### src/rtl/fsp_pkg.sv
package fsp_pkg;

  localparam logic [7:0] OPC_WREN   = 8'h06;
  localparam logic [7:0] OPC_WRDI   = 8'h04;
  localparam logic [7:0] OPC_RDSR   = 8'h05;
  localparam logic [7:0] OPC_WRSR   = 8'h01;
  localparam logic [7:0] OPC_READ   = 8'h03;
  localparam logic [7:0] OPC_FREAD  = 8'h0B;
  localparam logic [7:0] OPC_PROG   = 8'h02;
  localparam logic [7:0] OPC_SERASE = 8'hD8;
  localparam logic [7:0] OPC_CERASE = 8'hC7;
  localparam logic [7:0] OPC_RDID   = 8'hAB;
  localparam logic [7:0] OPC_JEDEC  = 8'h9F;

  typedef struct packed {
    logic       known;
    logic [1:0] addr_n;
    logic       dummy;
    logic [2:0] fix_rx;
    logic       rx_len;
    logic       takes_wr;
    logic       is_prog;
  } op_info_t;

  typedef enum logic [2:0] {
    ST_OP, ST_HDR, ST_FILL, ST_DRAIN, ST_WREN, ST_XFER, ST_EMIT, ST_POLL
  } seq_st_t;

  function automatic op_info_t decode_op(input logic [7:0] op);
    op_info_t r;
    r = '0;
    r.known = 1'b1;
    case (op)
      OPC_WREN, OPC_WRDI, OPC_CERASE: ;
      OPC_JEDEC:  r.fix_rx = 3'd3;
      OPC_RDSR:   r.fix_rx = 3'd1;
      OPC_WRSR:   r.takes_wr = 1'b1;
      OPC_RDID:   begin r.addr_n = 2'd3; r.fix_rx = 3'd1; end
      OPC_SERASE: r.addr_n = 2'd3;
      OPC_READ:   begin r.addr_n = 2'd3; r.rx_len = 1'b1; end
      OPC_FREAD:  begin r.addr_n = 2'd3; r.rx_len = 1'b1; r.dummy = 1'b1; end
      OPC_PROG:   begin r.addr_n = 2'd3; r.takes_wr = 1'b1; r.is_prog = 1'b1; end
      default:    r.known = 1'b0;
    endcase
    return r;
  endfunction

endpackage

### src/rtl/fsp_opdec.sv
module fsp_opdec
  import fsp_pkg::*;
(
  input  logic [7:0] op,
  output op_info_t   info
);
  always_comb info = decode_op(op);
endmodule

### src/rtl/fsp_rdemit.sv
module fsp_rdemit #(
  parameter int MAX_PIECE = 4,
  localparam int RXC_W = $clog2(MAX_PIECE + 1)
) (
  input  logic                   clk,
  input  logic                   rst_n,
  input  logic                   load,
  input  logic [8*MAX_PIECE-1:0] load_word,
  input  logic [RXC_W-1:0]       load_cnt,
  input  logic                   out_ready,
  output logic                   out_valid,
  output logic [7:0]             out_byte,
  output logic                   busy
);
  logic [8*MAX_PIECE-1:0] word_q, word_d;
  logic [RXC_W-1:0]       left_q, left_d;

  assign out_valid = (left_q != '0);
  assign out_byte  = word_q[7:0];
  assign busy      = out_valid;

  always_comb begin
    word_d = word_q;
    left_d = left_q;
    if (load) begin
      word_d = load_word;
      left_d = load_cnt;
    end else if (out_valid && out_ready) begin
      word_d = word_q >> 8;
      left_d = left_q - 1'b1;
    end
  end

  always_ff @(posedge clk or negedge rst_n) begin
    if (!rst_n) begin
      word_q <= '0;
      left_q <= '0;
    end else begin
      word_q <= word_d;
      left_q <= left_d;
    end
  end
endmodule

### src/rtl/flash_piece_seq.sv
module flash_piece_seq
  import fsp_pkg::*;
#(
  parameter int MAX_PIECE = 4,
  parameter int ADDR_W    = 24,
  parameter int LEN_W     = 16,
  localparam int RXC_W    = $clog2(MAX_PIECE + 1),
  localparam int TXC_W    = $clog2(MAX_PIECE + 5),
  localparam int DW       = 8 * MAX_PIECE
) (
  input  logic              clk,
  input  logic              rst_n,
  input  logic              in_valid,
  output logic              in_ready,
  input  logic [7:0]        in_byte,
  input  logic              in_last,
  input  logic [LEN_W-1:0]  in_rdlen,
  output logic              eng_valid,
  input  logic              eng_ready,
  output logic [7:0]        eng_op,
  output logic [ADDR_W-1:0] eng_addr,
  output logic [TXC_W-1:0]  eng_txcnt,
  output logic [RXC_W-1:0]  eng_rxcnt,
  output logic [DW-1:0]     eng_wdata,
  input  logic              eng_done,
  input  logic [DW-1:0]     eng_rdata,
  output logic              rd_valid,
  input  logic              rd_ready,
  output logic [7:0]        rd_byte,
  output logic              done_valid,
  output logic              done_err
);

  // reset: asserted asynchronously, released on the clock
  logic [1:0] rsync_q;
  logic       core_rst_n;
  always_ff @(posedge clk or negedge rst_n) begin
    if (!rst_n) rsync_q <= 2'b00;
    else        rsync_q <= {rsync_q[0], 1'b1};
  end
  assign core_rst_n = rsync_q[1];

  seq_st_t              state_q, state_d;
  logic [7:0]           op_q, op_d;
  logic [ADDR_W-1:0]    addr_q, addr_d;
  logic [1:0]           alft_q, alft_d;
  logic                 dmy_q, dmy_d;
  logic [LEN_W-1:0]     rxl_q, rxl_d;
  logic                 rdnz_q, rdnz_d;
  logic                 wend_q, wend_d;
  logic [RXC_W-1:0]     nb_q, nb_d;
  logic [DW-1:0]        wbuf_q, wbuf_d;
  logic                 pend_q, pend_d;
  logic                 done_q, done_d;
  logic                 err_q, err_d;

  logic [7:0]       dec_op;
  op_info_t         info;
  logic             take, accept, fin;
  logic [RXC_W-1:0] rxp;
  logic             emit_load, emit_busy;
  seq_st_t          issue_st;

  assign dec_op = (state_q == ST_OP) ? in_byte : op_q;

  fsp_opdec u_dec (.op(dec_op), .info(info));

  assign in_ready  = (state_q == ST_OP) || (state_q == ST_HDR) ||
                     (state_q == ST_FILL) || (state_q == ST_DRAIN);
  assign take      = in_valid && in_ready;
  assign eng_valid = ((state_q == ST_WREN) || (state_q == ST_XFER) ||
                      (state_q == ST_POLL)) && !pend_q;
  assign accept    = eng_valid && eng_ready;
  assign fin       = pend_q && eng_done;
  assign issue_st  = info.is_prog ? ST_WREN : ST_XFER;
  assign rxp       = (rxl_q > LEN_W'(MAX_PIECE)) ? RXC_W'(MAX_PIECE) : rxl_q[RXC_W-1:0];

  always_comb begin
    eng_op    = (info.dummy) ? OPC_READ : op_q;
    eng_txcnt = TXC_W'(1) + TXC_W'(info.addr_n) + TXC_W'(nb_q);
    eng_rxcnt = rxp;
    if (state_q == ST_WREN) begin
      eng_op    = OPC_WREN;
      eng_txcnt = TXC_W'(1);
      eng_rxcnt = '0;
    end else if (state_q == ST_POLL) begin
      eng_op    = OPC_RDSR;
      eng_txcnt = TXC_W'(1);
      eng_rxcnt = RXC_W'(1);
    end
  end
  assign eng_addr  = addr_q;
  assign eng_wdata = wbuf_q;

  assign emit_load = (state_q == ST_XFER) && fin && !info.is_prog;

  fsp_rdemit #(.MAX_PIECE(MAX_PIECE)) u_emit (
    .clk(clk), .rst_n(core_rst_n), .load(emit_load), .load_word(eng_rdata),
    .load_cnt(rxp), .out_ready(rd_ready), .out_valid(rd_valid),
    .out_byte(rd_byte), .busy(emit_busy)
  );

  assign done_valid = done_q;
  assign done_err   = err_q;

  always_comb begin
    state_d = state_q;  op_d   = op_q;   addr_d = addr_q;  alft_d = alft_q;
    dmy_d   = dmy_q;    rxl_d  = rxl_q;  rdnz_d = rdnz_q;  wend_d = wend_q;
    nb_d    = nb_q;     wbuf_d = wbuf_q; pend_d = pend_q;
    done_d  = 1'b0;     err_d  = 1'b0;

    if (accept) pend_d = 1'b1;

    case (state_q)
      ST_OP: if (take) begin
        op_d   = in_byte;
        addr_d = '0;
        alft_d = info.addr_n;
        dmy_d  = info.dummy;
        rxl_d  = info.rx_len ? in_rdlen : LEN_W'(info.fix_rx);
        rdnz_d = (in_rdlen != '0);
        wend_d = in_last;
        nb_d   = '0;
        wbuf_d = '0;
        if (!info.known) begin
          if (in_last) begin state_d = ST_OP; done_d = 1'b1; err_d = 1'b1; end
          else state_d = ST_DRAIN;
        end else if (in_last) begin
          if ((info.addr_n != 2'd0) || info.dummy) begin
            done_d = 1'b1; err_d = 1'b1;
          end else state_d = issue_st;
        end else if ((info.addr_n != 2'd0) || info.dummy) begin
          state_d = ST_HDR;
        end else if (!info.takes_wr || (in_rdlen != '0)) begin
          state_d = ST_DRAIN;
        end else state_d = ST_FILL;
      end

      ST_HDR: if (take) begin
        if (alft_q != 2'd0) begin
          addr_d = {addr_q[ADDR_W-9:0], in_byte};
          alft_d = alft_q - 2'd1;
        end else dmy_d = 1'b0;
        if (((alft_q == 2'd1) && !dmy_q) || (alft_q == 2'd0)) begin
          if (in_last) begin
            wend_d  = 1'b1;
            state_d = issue_st;
          end else if (!info.takes_wr || rdnz_q) state_d = ST_DRAIN;
          else state_d = ST_FILL;
        end else if (in_last) begin
          state_d = ST_OP; done_d = 1'b1; err_d = 1'b1;
        end
      end

      ST_FILL: if (take) begin
        wbuf_d[{nb_q, 3'b000} +: 8] = in_byte;
        nb_d = nb_q + 1'b1;
        if (in_last) wend_d = 1'b1;
        if (in_last || (nb_q == RXC_W'(MAX_PIECE - 1))) state_d = issue_st;
      end

      ST_DRAIN: if (take && in_last) begin
        state_d = ST_OP; done_d = 1'b1; err_d = 1'b1;
      end

      ST_WREN: if (fin) begin
        pend_d  = 1'b0;
        state_d = ST_XFER;
      end

      ST_XFER: if (fin) begin
        pend_d  = 1'b0;
        addr_d  = addr_q + ADDR_W'(nb_q) + ADDR_W'(rxp);
        rxl_d   = rxl_q - LEN_W'(rxp);
        state_d = info.is_prog ? ST_POLL : ST_EMIT;
      end

      default: ;
    endcase

    // advance after a finished piece (emit drained, or poll reads idle)
    if (((state_q == ST_EMIT) && !emit_busy) ||
        ((state_q == ST_POLL) && fin && !eng_rdata[0])) begin
      pend_d = 1'b0;
      if (!wend_q) begin
        state_d = ST_FILL; nb_d = '0; wbuf_d = '0;
      end else if (rxl_q != '0) state_d = ST_XFER;
      else begin
        state_d = ST_OP; done_d = 1'b1;
      end
    end else if ((state_q == ST_POLL) && fin) begin
      pend_d = 1'b0;
    end
  end

  always_ff @(posedge clk or negedge core_rst_n) begin
    if (!core_rst_n) begin
      state_q <= ST_OP; op_q   <= '0; addr_q <= '0; alft_q <= '0;
      dmy_q   <= 1'b0;  rxl_q  <= '0; rdnz_q <= 1'b0; wend_q <= 1'b0;
      nb_q    <= '0;    wbuf_q <= '0; pend_q <= 1'b0;
      done_q  <= 1'b0;  err_q  <= 1'b0;
    end else begin
      state_q <= state_d; op_q   <= op_d;   addr_q <= addr_d; alft_q <= alft_d;
      dmy_q   <= dmy_d;   rxl_q  <= rxl_d;  rdnz_q <= rdnz_d; wend_q <= wend_d;
      nb_q    <= nb_d;    wbuf_q <= wbuf_d; pend_q <= pend_d;
      done_q  <= done_d;  err_q  <= err_d;
    end
  end

endmodule

### config.mk
export PLATFORM = sky130hd
export DESIGN_NAME = flash_piece_seq
export DESIGN_NICKNAME = d
export VERILOG_FILES = /design/src/rtl/fsp_pkg.sv /design/src/rtl/fsp_opdec.sv /design/src/rtl/fsp_rdemit.sv /design/src/rtl/flash_piece_seq.sv
export SDC_FILE = /design/constraint.sdc
export NUM_CORES = 1
export LEC_CHECK = 0
export BUFFER_PORTS_ARGS = -buffer_cell sky130_fd_sc_hd__buf_2
export CAP_MARGIN = 20
export CORE_ASPECT_RATIO = 0.75
export CORE_MARGIN = 5
export CORE_UTILIZATION = 55
export CTS_CLUSTER_SIZE = 25
export DETAILED_ROUTE_END_ITERATION = 10
export MAX_ROUTING_LAYER = met4
export PLACE_DENSITY = 0.79
export SLEW_MARGIN = 20
export SYNTH_ARGS = -nofsm -noshare
export SYNTH_HDL_FRONTEND = slang
export SYNTH_SLANG_ARGS = --single-unit
### constraint.sdc
create_clock -name clk -period 6.2 [get_ports clk]
set_input_delay 1.86 -clock clk [delete_from_list [all_inputs] [get_ports clk]]
set_output_delay 1.86 -clock clk [all_outputs]
set_load 0.1 [all_outputs]
After elaboration in Yosys (flattened, before gate mapping)
Cells that the tools add are included.
{"block": "word_totals", "reg_bits": 131, "input_bits": 63, "out_inout_bits": 84, "wordCells": 213}
{"block": "classes", "n_addsub": 9, "n_lt_le_gt_ge": 1, "n_eq_ne": 36, "shifts": 2, "muxes": 94, "reduce_logical": 55}
{"operator": "32-bit two-way mux", "count": 6}
{"operator": "24-bit two-way mux", "count": 4}
{"operator": "3-bit two-way mux", "count": 25}
{"operator": "24-bit one-hot mux with 3 select lines", "count": 1}
{"operator": "32-bit one-hot mux with 2 select lines", "count": 1}
{"operator": "24-bit by 3-bit adder with 24-bit output", "count": 2}
{"operator": "16-bit two-way mux", "count": 3}
{"operator": "1-bit two-way mux", "count": 33}
{"operator": "32-bit bitwise mux", "count": 1}
{"operator": "8-bit equality test (second input constant)", "count": 4}
{"operator": "8-bit two-way mux", "count": 4}
{"operator": "16-bit one-hot mux with 2 select lines", "count": 1}
{"operator": "16-bit nonzero test", "count": 2}
{"operator": "8-bit by 8-bit variable shift with 32-bit output (first input constant)", "count": 1}
{"operator": "8-bit by 8-bit indexed part select with 32-bit output", "count": 1}
{"operator": "8-bit by 3-bit equality test with 1-bit output (second input constant)", "count": 3}
{"operator": "3-bit one-hot mux with 6 select lines", "count": 1}
{"operator": "8-bit by 2-bit equality test with 1-bit output (second input constant)", "count": 2}
{"operator": "16-bit by 3-bit greater-than comparator with 1-bit output (second input constant)", "count": 1}
{"operator": "16-bit by 3-bit subtractor with 16-bit output", "count": 1}
{"operator": "3-bit by 2-bit != test with 1-bit output (second input constant)", "count": 5}
{"operator": "3-bit equality test (second input constant)", "count": 4}
{"operator": "1-bit logical AND", "count": 12}
{"operator": "2-bit two-way mux", "count": 6}
{"operator": "36 further kinds", "count": 73}

Depth between registers and ports, before layout
{"block": "logic_depth", "depth_word": 15, "depth_mapped": 17, "ltp_nobuf": 16}

Modules after synthesis
From an unflattened synthesis, not the netlist that was laid out.
{"block": "unflattened", "hier_cells": 873, "area_unflattened_um2": 8095.3}
{"module": "flash_piece_seq", "n_inst": 1, "cells_per_inst": 657, "area_each_um2": 5989.5, "seq_area_each_um2": 2402.3}
{"module": "fsp_rdemit", "n_inst": 1, "cells_per_inst": 175, "area_each_um2": 1828.0, "seq_area_each_um2": 875.8}
{"module": "fsp_opdec", "n_inst": 1, "cells_per_inst": 41, "area_each_um2": 277.8, "seq_area_each_um2": 0.0}

Least setup slack after synthesis
OpenSTA, ideal clock, no wires.
{"block": "synth_path", "path_kind": "input to output", "startpoint": "in in_byte[2]", "endpoint": "out eng_txcnt[3]", "t_arrival_ns": 5.335, "required_ns": 4.340, "slack_ns": -0.995, "cell_stages": 10, "n_path_buf": 1, "cell_sequence": "clkbuf_1 > nor4_1 > nand4_1 > and2_1 > nand4_1 > inv_1 > ha_1 > inv_1 > a21oi_1 > nor3_1"}
{"block": "synth_via", "elab_chain_cells": 8, "elab_cells_between_ends": 12, "cone_classes": "2 x add/sub; 5 x eq/ne; 4 x mux; 1 x reduce/logical"}
{"element": "start, declared", "line_no": "flash_piece_seq.sv:15", "text": "input logic [7:0] in_byte,"}
{"element": "8-bit two-way mux *", "line_no": "flash_piece_seq.sv:64", "text": "assign dec_op = (state_q == ST_OP) ? in_byte : op_q;"}
{"element": "8-bit equality test, or another cell as far along", "line_no": "fsp_pkg.sv:33", "text": "case (op)"}
{"element": "5-bit OR reduction (no source line) *"}
{"element": "2-bit two-way mux *", "line_no": "fsp_pkg.sv:33"}
{"element": "1-bit by 2-bit adder with 3-bit output *", "line_no": "flash_piece_seq.sv:80", "text": "eng_txcnt = TXC_W'(1) + TXC_W'(info.addr_n) + TXC_W'(nb_q);"}
{"element": "3-bit by 3-bit adder with 4-bit output *", "line_no": "flash_piece_seq.sv:80"}
{"element": "4-bit two-way mux *", "line_no": "flash_piece_seq.sv:86", "text": "end else if (state_q == ST_POLL) begin"}
{"element": "4-bit two-way mux *", "line_no": "flash_piece_seq.sv:82", "text": "if (state_q == ST_WREN) begin"}
{"element": "end, declared", "line_no": "flash_piece_seq.sv:22", "text": "output logic [TXC_W-1:0] eng_txcnt,"}
Every way passes the cells marked *; elsewhere a longest branch is shown, timed or not.

Final worst setup path
{"block": "layout_path", "startpoint": "in in_byte[2]", "endpoint": "out eng_txcnt[2]"}
Same word-level chain as after synthesis.

==> run metrics <==
status=finished clean; DR iter-0 viols=741; vias per inst=6.11; routed wire length=22.6 mm; clk buf depth=2; Final Cycle Share=98.2%; max-slew violation count=0; Async SR Flop Fraction=100%; commonest non-fill, non-tap cell in the layout=buf_2; crit-path cells=buf_2 -> nor4_1 -> nand4_1 -> and2_1 -> nand4_1 -> inv_1 -> ha_1 -> fa_1 -> xor2_1 -> nor2_4 -> buf_12; antenna-violating nets left=0; Crit path top cell by count=nand4_1; PD cells=600 nW/µm²; Starting Density=56.4%; most frequent cells in the layout=buf_2, dfrtp_1, nand2_1; sequential share of the synthesized area=42.1%; Cell Rows=37; critical path peak fanout=3; CTS sink cnt=131; TritonCTS buffer count=17; grt total ovfl=0; Worst-path clk slew=0.06 ns; CP max-delay cell=nor4_1; CP Data Arrival Time=4.23 ns; GPL Wtd Cong=0.970; RSZ-0062 raised after global routing=false; core footprint=13800 µm²; Leak Pwr=4.44 nW; Primary FF master, synth=dfrtp_1; IO Pins=147; Worst Hold Class=flip-flop to flip-flop; Fillers=1144; Synth Instances=912; die width=147 µm; DP Wirelength=15.9 mm; Yosys warning count=0; Finished Core Util=67.1%; CTS resizes=0; Max-slew headroom=28.0%; vias in the first global route=6966; FF+latch count, synth=131; Final Skew=0.0111 ns; CP endpoint kind=primary output; Synth Cell Area=7780 µm²; Mapped Avg Cell Area=8.53 µm²; share of cells above drive strength 1=21.6%; total number of vias=7447; # setup viols final=0; final count of hold timing violations=0; Remaining DRCs=0; CTS tree=done; Setup crit start kind=input pin; fin crit period=6.09 ns; max incr delay on CP=0.44 ns; max-cap violations=0; initial antenna violation count=0; largest net degree at the start of global routing=72; Worst Hold Path Cells=0; Slew @ Worst Pin=1.08 ns; Worst EP required=4.34 ns; Die Y=113 µm; diodes inserted=0; number of cells on the worst reg-to-reg path=15; # H-tree levels=4; Final TNS setup=0 ns; pre-CTS setup slack=0.162 ns; Yosys cell types=71; GR Util All Layers=27.8%; worst ir drop on vdd=793 µV; routed length per placed instance=18.6 µm; Setup WS post-layout=0.114 ns; Clock Latency Late Sink=0.42 ns; CTS hold repair buffers=0; first drt pass iteration count=5; post-route cell area=9250 µm²; Port Buffers=146; f_max=164 MHz; WHS=0.350 ns; kind of critical path=input pin to primary output; fin nets=1113; Placed Area=8660 µm²; synth-to-layout area growth=18.9%; # Post-CTS Setup Buffers=0; die area=16600 µm²; CTS Root Cell=clkbuf_16; EDFF count, synth=0; first-pass GRT wire length=36.5 mm
final timing paths:
| kind | endpoint | from | slack (ns) |
|---|---|---|---|
| setup reg to reg | eng_addr[21] | rxl_q[8] | 1.45 |
| hold reg to reg | rsync_q[1] | rsync_q[0] | 0.35 |
| max in group asynchronous | alft_q[1] | rsync_q[1] | 4.42 |
| min in group asynchronous | op_q[7] | rsync_q[1] | 0.40 |
| setup / recovery | eng_txcnt[2] | in_byte[2] | 0.11 |
| hold / removal | rsync_q[1] | rsync_q[0] | 0.35 |
worst max-delay path: cells and delay by family:
kind,cells,cell delay (ns)
XOR/XNOR,1,0.18
adder cells (fa/ha/maj),2,0.61
buffers and inverters,3,0.41
AND/OR/NAND/NOR,5,1.16
layout make-up:
| class | instances | area (µm²) | share of cell area, % |
|---|---|---|---|
| Inverter | 30 | 113 | 1.22 |
| Timing Repair Buffer | 164 | 911 | 9.85 |
| Multi-Input combinational cell | 686 | 4130 | 44.7 |
| Clock inverter | 13 | 151 | 1.64 |
| Sequential cell | 131 | 3280 | 35.5 |
| Tap cell | 175 | 219 | 2.37 |
| Clock buffer | 19 | 443 | 4.79 |
metal layers:
metal,track usage (%),up-vias,share of wire (%)
met5,-,-,0
met4,8.75,0,2.1
met3,6.08,46,8.0
met2,39.0,346,44
met1,40.2,3556,46
li1,-,3499,-
synth_stat cells, types with 12 or more instances:
master / n / area [µm²]
nor2_1: 71 / 267
o21ai_0: 69 / 345
nand2_1: 124 / 465
ha_1: 15 / 188
nor3_1: 22 / 110
nand4_1: 18 / 113
inv_1: 28 / 105
a21oi_1: 87 / 435
dfrtp_1: 131 / 3280
xor2_1: 12 / 105
mux2i_1: 27 / 270
and2_1: 12 / 75.1
clkbuf_1: 43 / 161
nand3_1: 57 / 285
power by group:
group	total, mW	leakage [nW]	switching [mW]	internal [mW]
logic	3.10	2.43	2.32	0.783
clock network	1.02	0.282	0.414	0.610
registers	1.42	1.73	0.311	1.11
registers in the layout, summed over array words and instances, names as in the netlist:
signal,flops
rdnz_q,1
done_err,1
u_emit.left_q,3
rxl_q,16
rsync_q,2
done_valid,1
eng_wdata,32
wend_q,1
pend_q,1
u_emit.word_q,32
dmy_q,1
op_q,8
eng_addr,24
state_q,3
alft_q,2
nb_q,3
per-stage QoR:
step	power [mW]	std cells
finish	5.55	1218
global route	5.84	1218
CTS	5.53	1218
detailed placement	4.49	1186
global placement	4.45	1186
floorplan	3.87	913
logic make-up (layout without fill, tap and decap cells):
family / after synthesis / count (layout) / synth area share (%)
AOI/OAI and AO/OA: 241 / 241 / 18.6
xor gates and xnor gates: 18 / 18 / 2.03
adders and majority gates: 20 / 20 / 3.70
buffers and inverters: 96 / 226 / 5.32
DFF: 131 / 131 / 42.1
muxes: 35 / 35 / 4.63
other: 1 / 2 / 0.0482
and+or+nand+nor: 370 / 370 / 23.6
Power figures use the tool's default switching activity.
